$ cat src/rtl/smm_pkg.sv
package smm_pkg;
    typedef enum logic [1:0] {
        ST_NORMAL  = 2'd0,
        ST_SAVE    = 2'd1,
        ST_ACTIVE  = 2'd2,
        ST_RESTORE = 2'd3
    } smm_state_e;

    localparam int HDR_WORDS = 3;
    localparam int HDR_IDX_W = 2;
endpackage

$ cat src/rtl/smm_pin_qual.sv
module smm_pin_qual #(
    parameter int PIN_MIN = 2
) (
    input  logic clk,
    input  logic rst_n,
    input  logic pin_n,
    output logic fire
);
    localparam int CW = $clog2(PIN_MIN + 1);

    typedef struct packed {
        logic [CW-1:0] cnt;
        logic          fire;
    } qual_t;

    qual_t q, d;

    always_comb begin
        d = q;
        if (pin_n) begin
            d.cnt = '0;
        end else if (q.cnt != CW'(PIN_MIN)) begin
            d.cnt = q.cnt + 1'b1;
        end
        d.fire = !pin_n && (q.cnt == CW'(PIN_MIN - 1));
    end

    always_ff @(posedge clk or negedge rst_n) begin
        if (!rst_n) q <= '0;
        else        q <= d;
    end

    assign fire = q.fire;


    fire_low_chk: assert property (@(posedge clk) disable iff (!rst_n)
        fire |-> $past(!pin_n));
endmodule

$ cat src/rtl/smm_trig_gate.sv
module smm_trig_gate #(
    parameter int SIZE_W = 4
) (
    input  logic              pin_fire,
    input  logic              sw_trig,
    input  logic              cfg_enable,
    input  logic              cfg_sw_mode,
    input  logic [SIZE_W-1:0] cfg_region_size,
    output logic              take_pin,
    output logic              take_sw
);
    logic size_ok;

    always_comb begin
        size_ok  = |cfg_region_size;
        take_pin = pin_fire && cfg_enable && !cfg_sw_mode && size_ok;
        // the pin wins: a software strobe in the same cycle is dropped
        take_sw  = sw_trig && cfg_enable && cfg_sw_mode && size_ok && !take_pin;
    end
endmodule

$ cat src/rtl/smm_entry_seq.sv
module smm_entry_seq #(
    parameter int XW      = 32,
    parameter int SIZE_W  = 4,
    parameter int PIN_MIN = 2
) (
    input  logic              clk,
    input  logic              rst_n,
    input  logic              smi_pin_n,
    input  logic              sw_trig,
    input  logic              resume,
    input  logic              cfg_enable,
    input  logic              cfg_sw_mode,
    input  logic [SIZE_W-1:0] cfg_region_size,
    input  logic [XW-1:0]     cfg_region_base,
    input  logic [XW-1:0]     hdr_base,
    input  logic              nest_en,
    input  logic [XW-1:0]     ctx_addr,
    input  logic [XW-1:0]     ctx_data,
    input  logic              ctx_is_io,
    input  logic              ctx_video,
    output logic              hdr_wr_valid,
    input  logic              hdr_wr_ready,
    output logic [XW-1:0]     hdr_wr_addr,
    output logic [XW-1:0]     hdr_wr_data,
    output logic              hdr_rd_valid,
    input  logic              hdr_rd_ready,
    output logic [XW-1:0]     hdr_rd_addr,
    input  logic [XW-1:0]     hdr_rd_data,
    output logic              in_smm,
    output logic              real_mode,
    output logic              redirect_valid,
    output logic [XW-1:0]     redirect_addr,
    output logic [XW-1:0]     rest_addr,
    output logic [XW-1:0]     rest_data,
    output logic              rest_is_io,
    output logic              rest_video,
    output logic              restore_done,
    output logic              resume_err
);
    import smm_pkg::*;

    localparam logic [HDR_IDX_W-1:0] LAST_IDX = HDR_IDX_W'(HDR_WORDS - 1);

    typedef struct packed {
        smm_state_e           state;
        logic [HDR_IDX_W-1:0] idx;
        logic                 pend;
        logic                 pend_pin;
        logic [XW-1:0]        snap_addr;
        logic [XW-1:0]        snap_data;
        logic                 snap_io;
        logic                 snap_vid;
        logic                 snap_pin;
        logic                 redir;
        logic [XW-1:0]        redir_addr;
        logic                 err;
        logic [XW-1:0]        r_addr;
        logic [XW-1:0]        r_data;
        logic                 r_io;
        logic                 r_vid;
        logic                 r_done;
    } seq_t;

    seq_t q, d;
    logic pin_fire, take_pin, take_sw;
    logic [XW-1:0] hdr_off;
    logic wr_fire, rd_fire;

    smm_pin_qual #(.PIN_MIN(PIN_MIN)) u_pin_qual (
        .clk   (clk),
        .rst_n (rst_n),
        .pin_n (smi_pin_n),
        .fire  (pin_fire)
    );

    smm_trig_gate #(.SIZE_W(SIZE_W)) u_trig_gate (
        .pin_fire        (pin_fire),
        .sw_trig         (sw_trig),
        .cfg_enable      (cfg_enable),
        .cfg_sw_mode     (cfg_sw_mode),
        .cfg_region_size (cfg_region_size),
        .take_pin        (take_pin),
        .take_sw         (take_sw)
    );

    always_comb begin
        hdr_off      = {{(XW-HDR_IDX_W-2){1'b0}}, q.idx, 2'b00};
        hdr_wr_valid = (q.state == ST_SAVE);
        hdr_rd_valid = (q.state == ST_RESTORE);
        hdr_wr_addr  = hdr_base - hdr_off;
        hdr_rd_addr  = hdr_base - hdr_off;
        case (q.idx)
            2'd0:    hdr_wr_data = q.snap_addr;
            2'd1:    hdr_wr_data = q.snap_data;
            default: hdr_wr_data = XW'({q.snap_pin, q.snap_vid, q.snap_io});
        endcase
        wr_fire = hdr_wr_valid && hdr_wr_ready;
        rd_fire = hdr_rd_valid && hdr_rd_ready;
    end

    always_comb begin
        d        = q;
        d.redir  = 1'b0;
        d.err    = 1'b0;
        d.r_done = 1'b0;

        if (!q.pend && (take_pin || take_sw)) begin
            d.pend     = 1'b1;
            d.pend_pin = take_pin;
        end

        case (q.state)
            ST_NORMAL: begin
                if (q.pend) begin
                    d.state     = ST_SAVE;
                    d.idx       = '0;
                    d.pend      = 1'b0;
                    d.snap_addr = ctx_addr;
                    d.snap_data = ctx_data;
                    d.snap_io   = ctx_is_io;
                    d.snap_vid  = ctx_video;
                    d.snap_pin  = q.pend_pin;
                end
            end
            ST_SAVE: begin
                if (wr_fire) begin
                    if (q.idx == LAST_IDX) begin
                        d.state      = ST_ACTIVE;
                        d.idx        = '0;
                        d.redir      = 1'b1;
                        d.redir_addr = cfg_region_base;
                    end else begin
                        d.idx = q.idx + 1'b1;
                    end
                end
            end
            ST_ACTIVE: begin
                if (resume) begin
                    d.state = ST_RESTORE;
                    d.idx   = '0;
                end else if (q.pend && nest_en) begin
                    d.state     = ST_SAVE;
                    d.idx       = '0;
                    d.pend      = 1'b0;
                    d.snap_addr = ctx_addr;
                    d.snap_data = ctx_data;
                    d.snap_io   = ctx_is_io;
                    d.snap_vid  = ctx_video;
                    d.snap_pin  = q.pend_pin;
                end
            end
            default: begin
                if (rd_fire) begin
                    case (q.idx)
                        2'd0: d.r_addr = hdr_rd_data;
                        2'd1: d.r_data = hdr_rd_data;
                        default: begin
                            d.r_io  = hdr_rd_data[0];
                            d.r_vid = hdr_rd_data[1];
                        end
                    endcase
                    if (q.idx == LAST_IDX) begin
                        d.state  = ST_NORMAL;
                        d.idx    = '0;
                        d.r_done = 1'b1;
                    end else begin
                        d.idx = q.idx + 1'b1;
                    end
                end
            end
        endcase

        if (resume && q.state != ST_ACTIVE) d.err = 1'b1;
    end

    always_ff @(posedge clk or negedge rst_n) begin
        if (!rst_n) q <= '{state: ST_NORMAL, default: '0};
        else        q <= d;
    end

    assign in_smm         = (q.state != ST_NORMAL);
    assign real_mode      = (q.state == ST_ACTIVE) || (q.state == ST_RESTORE);
    assign redirect_valid = q.redir;
    assign redirect_addr  = q.redir_addr;
    assign rest_addr      = q.r_addr;
    assign rest_data      = q.r_data;
    assign rest_is_io     = q.r_io;
    assign rest_video     = q.r_vid;
    assign restore_done   = q.r_done;
    assign resume_err     = q.err;


    wr_hold_chk: assert property (@(posedge clk) disable iff (!rst_n)
        (hdr_wr_valid && !hdr_wr_ready) |=>
            (hdr_wr_valid && $stable(hdr_wr_addr) && $stable(hdr_wr_data)));


    wr_desc_chk: assert property (@(posedge clk) disable iff (!rst_n)
        (hdr_wr_valid && hdr_wr_ready) |=>
            (!hdr_wr_valid || hdr_wr_addr == $past(hdr_wr_addr) - XW'(4)));


    redir_after_hdr_chk: assert property (@(posedge clk) disable iff (!rst_n)
        redirect_valid |-> ($past(hdr_wr_valid && hdr_wr_ready) && real_mode));


    restore_end_chk: assert property (@(posedge clk) disable iff (!rst_n)
        restore_done |-> ($past(hdr_rd_valid && hdr_rd_ready) && !in_smm));


    stray_resume_chk: assert property (@(posedge clk) disable iff (!rst_n)
        resume_err |-> ($past(resume) && !$past(real_mode && !hdr_rd_valid)));


    idle_quiet_chk: assert property (@(posedge clk) disable iff (!rst_n)
        !in_smm |-> (!real_mode && !hdr_wr_valid && !hdr_rd_valid));
endmodule

$ cat config.mk
export PLATFORM = sky130hd
export DESIGN_NAME = smm_entry_seq
export DESIGN_NICKNAME = d
export VERILOG_FILES = /design/src/rtl/smm_pkg.sv /design/src/rtl/smm_pin_qual.sv /design/src/rtl/smm_trig_gate.sv /design/src/rtl/smm_entry_seq.sv
export SDC_FILE = /design/constraint.sdc
export NUM_CORES = 1
export LEC_CHECK = 0
export BUFFER_PORTS_ARGS = -buffer_cell sky130_fd_sc_hd__buf_4
export CORE_AREA = 2 2 188 144
export CTS_BUF_LIST = sky130_fd_sc_hd__clkbuf_8
export DETAILED_ROUTE_END_ITERATION = 12
export DIE_AREA = 0 0 190 146
export PLACE_DENSITY_LB_ADDON = 0.2
export REMOVE_ABC_BUFFERS = 1
export SLEW_MARGIN = 20
export SYNTH_ARGS = -nofsm -noshare
export SYNTH_HDL_FRONTEND = slang
export SYNTH_HIERARCHICAL = 1
export SYNTH_SLANG_ARGS = --single-unit
$ cat constraint.sdc
create_clock -name clk -period 7.2 [get_ports clk]
set_input_delay 1.08 -clock clk [delete_from_list [all_inputs] [get_ports clk]]
set_output_delay 1.08 -clock clk [all_outputs]
set_load 0.005 [all_outputs]
==> results.py <==
metrics = {
    "run_status": {
        "status": "finished, final reports clean",
    },
    "sta": {
        "period_minus_slack_ps": 4377,
        "rsz0062_at_grt": "false",
        "drv_slew": 0,
        "finalSetupViolCount": 0,
        "period_share_pct": 60.79,
        "fin_ws_ps": 2823,
        "hold_slack_ps": 511.3,
        "clock.fmax_ghz": 0.2285,
        "hold_viol": 0,
        "fin_skew_ps": 10.80,
        "tightestPinTransition_ps": 928.9,
        "slew_headroom_pct": 38.08,
        "tns_ps": 0,
    },
    "yosys": {
        "yosys_warnings": 6,
        "ys_ff_latch": 177,
        "synth_cell_type_count": 42,
        "synth_area_sq_mm": 0.008931,
        "synth_edf_count": 0,
        "async_flop_share_pct": 100.0,
        "ys.flop_type": "dfrtp_1",
        "yosysSeqAreaShare_pct": 49.59,
        "avgSynthCellArea_sq_um": 12.54,
        "synth_cells": 712,
    },
    "clock_network": {
        "cts_resized": 0,
        "htreeDepth": 4,
        "cts_tree": "built",
        "clkSinkCount": 177,
        "cts_setup_buffers": 0,
        "clkSlewWorstSetupHoldPaths_ps": 90,
        "cts-root-buf": "clkbuf_8",
        "clkLatencyLatePin_ps": 450,
        "clockBufferDepth": 2,
        "hold_buffers": 0,
        "cts_buffers": 17,
    },
    "global_routing": {
        "gr-total-overflow": 0,
        "grt_pass1_wl_mm": 34.82,
        "grt_max_degree": 72,
        "grt_pass1_vias": 5925,
        "track_usage_pct": 16.20,
        "grt_antenna_before_repair": 0,
    },
    "power": {
        "switching_share_pct": 32.30,
        "p_int_w": 0.002883,
        "p_leak_nw": 5.445,
        "ir_worst_vdd_mv": 0.1836,
        "p_comb_share_pct": 43.8,
        "p_seq_share_pct": 41.2,
        "clockPowerShare_pct": 15.0,
        "p_per_area_mw_per_mm2": 372.8,
        "power.switching_w": 0.001375,
    },
    "floorplan": {
        "row_count": 51,
        "initial_core_util_pct": 34.73,
        "ios": 377,
        "die_area_sq_mm": 0.02774,
        "die_h_um": 146,
        "die_w_um": 190,
        "core_area_sq_mm": 0.02572,
    },
    "placement": {
        "dp.final_hpwl_mm": 17.01,
        "pre_cts_ws_ps": 3066,
        "io_buffers": 370,
        "place_congestion": 0.8429,
    },
    "drt": {
        "drc_errors": 0,
        "drt-initial-drc-count": 213,
        "dr.pass1.iters": 4,
        "wl_mm": 22.57,
        "post_drt_via_cell_ratio": 4.526,
        "ant_nets": 0,
        "wl_per_cell_um": 17.27,
        "vias": 5916,
    },
    "hold_path": {
        "hold_path_depth": 1,
        "hold_class": "reg -> reg",
    },
    "job": {
        "maxCapViolCount": 0,
    },
    "critical_path": {
        "r2r_cells": 5,
        "crit_arrival_ps": 3300,
        "endpoint_kind": "output port",
        "crit_fanout": 43,
        "slowest_stage": "dfrtp_2",
        "worstPathRequired_ps": 6120,
        "startpoint_type": "register",
        "critPathKind": "reg -> out",
        "cpPeakStageDelay_ps": 960,
        "path_cells": "inv_1, ha_1, a2111oi_2, buf_4, nand4_1, xnor2_1, buf_4",
        "crit_top_cell": "buf_4",
    },
    "final_layout": {
        "nFillCells": 2449,
        "syn_to_final_growth_pct": 27.89,
        "final_layout_size_suffix_gt1_share_pct": 61.37,
        "num_antenna_cells": 0,
        "seqCellArea_sq_mm": 0.004432,
        "multi_input_area_sq_mm": 0.003311,
        "nNetsFinal": 1131,
    },
}
==> state kept, by name, indices dropped and copies added (netlist names) <==
register,cells
redirect_addr,32
hdr_off,2
redirect_valid,1
rest_data,32
resume_err,1
q,71
rest_addr,32
u_pin_qual/q,2
rest_is_io,1
rest_video,1
restore_done,1
u_pin_qual/fire,1
==> area by class of cell <==
cell class	count	area share (%)
flip-flops and latches	177	38.80
repair buffers	378	24.88
clock inverters	14	0.9749
clock buffers	18	2.169
multi-input cells	363	28.98
inverters	13	0.4272
well taps	344	3.768
==> worst max-delay path: cells and delay by family (launching register included) <==
kind / cells / cell delay [ps]
compound gates: 1 / 350
xor+xnor: 1 / 340
fa+ha+maj: 1 / 370
buf+inv: 3 / 680
flops: 1 / 960
simple gates: 1 / 120
==> routing by layer <==
layer  track usage, %  vias to the layer above  routed length, um
li1                 -                     2795                  -
met1            22.02                     2925              10300
met2            25.02                      180              10560
met3            5.184                       16               1451
met4            4.031                        0                259
met5                0                        -                  0
==> cells by family after synthesis <==
logic type / after synthesis / share of synthesized area [%]
fa+ha+maj: 5 / 0.7846
buf+inv: 172 / 13.35
simple gates: 111 / 7.299
mux: 199 / 24.63
xor+xnor: 29 / 2.844
compound gates: 19 / 1.499
flops: 177 / 49.59
==> final timing paths <==
path	slack, ps	start	to
worst max-delay path	2820	hdr_off[3]	hdr_rd_addr[25]
worst min-delay path	510	q[159]	q[159]
worst max register to register	4810	hdr_off[3]	redirect_addr[11]
worst min register to register	510	q[159]	q[159]
max in group asynchronous	5330	rst_n	resume_err
min in group asynchronous	560	rst_n	rest_addr[27]
==> power groups by stage <==
stage | combinational (W) | sequential [W] | clock (W)
after floorplan | 0.000840 | 0.00178 | 0
after global placement | 0.00188 | 0.00176 | 0
after detailed placement | 0.00190 | 0.00178 | 0
after CTS | 0.00190 | 0.00176 | 0.000673
after global routing | 0.00202 | 0.00182 | 0.000713
final | 0.00186 | 0.00176 | 0.000639
==> cells in the final DEF, fill, tap and decap left out, drive strengths merged, types with 2 or more instances in the layout <==
master	n
xnor2	17
o21ai	8
buf	378
or3	5
nand3	7
nor2b	4
xor2	12
a22o	2
a211oi	3
nor3	14
inv	17
clkbuf	18
clkinv	9
ha	4
and3	2
dfrtp	177
nand2	12
nor4	6
nor2	43
nand4	9
mux2i	33
mux2	166
or4	2
and2	2
nor3b	2
==> through the flow <==
stage	util (%)	total power (W)	cell area, sq um	std cells
finish	44.42	0.004258	11420	1307
global route	44.42	0.004557	11420	1307
CTS	44.42	0.004339	11420	1307
detailed placement	43.02	0.003681	11060	1275
global placement	43.02	0.003648	11060	1275
floorplan	-	0.002615	7787	553
==> synth_stat cells (5+ instances only) <==
| cell type | n | area, sq um |
|---|---|---|
| nand4_1 | 9 | 56.30 |
| nand2_1 | 12 | 45.04 |
| xor2_1 | 12 | 105.1 |
| o21ai_0 | 8 | 40.04 |
| buf_2 | 14 | 70.07 |
| clkbuf_1 | 6 | 22.52 |
| nor2_1 | 43 | 161.4 |
| inv_1 | 13 | 48.80 |
| nor3_1 | 11 | 55.05 |
| mux2i_1 | 33 | 330.3 |
| buf_4 | 137 | 1028 |
| dfrtp_1 | 177 | 4429 |
| or3_1 | 5 | 31.28 |
| nand3_1 | 5 | 25.02 |
| mux2_2 | 166 | 1869 |
| xnor2_1 | 17 | 148.9 |
No activity file was read; power rests on OpenSTA's default activity.
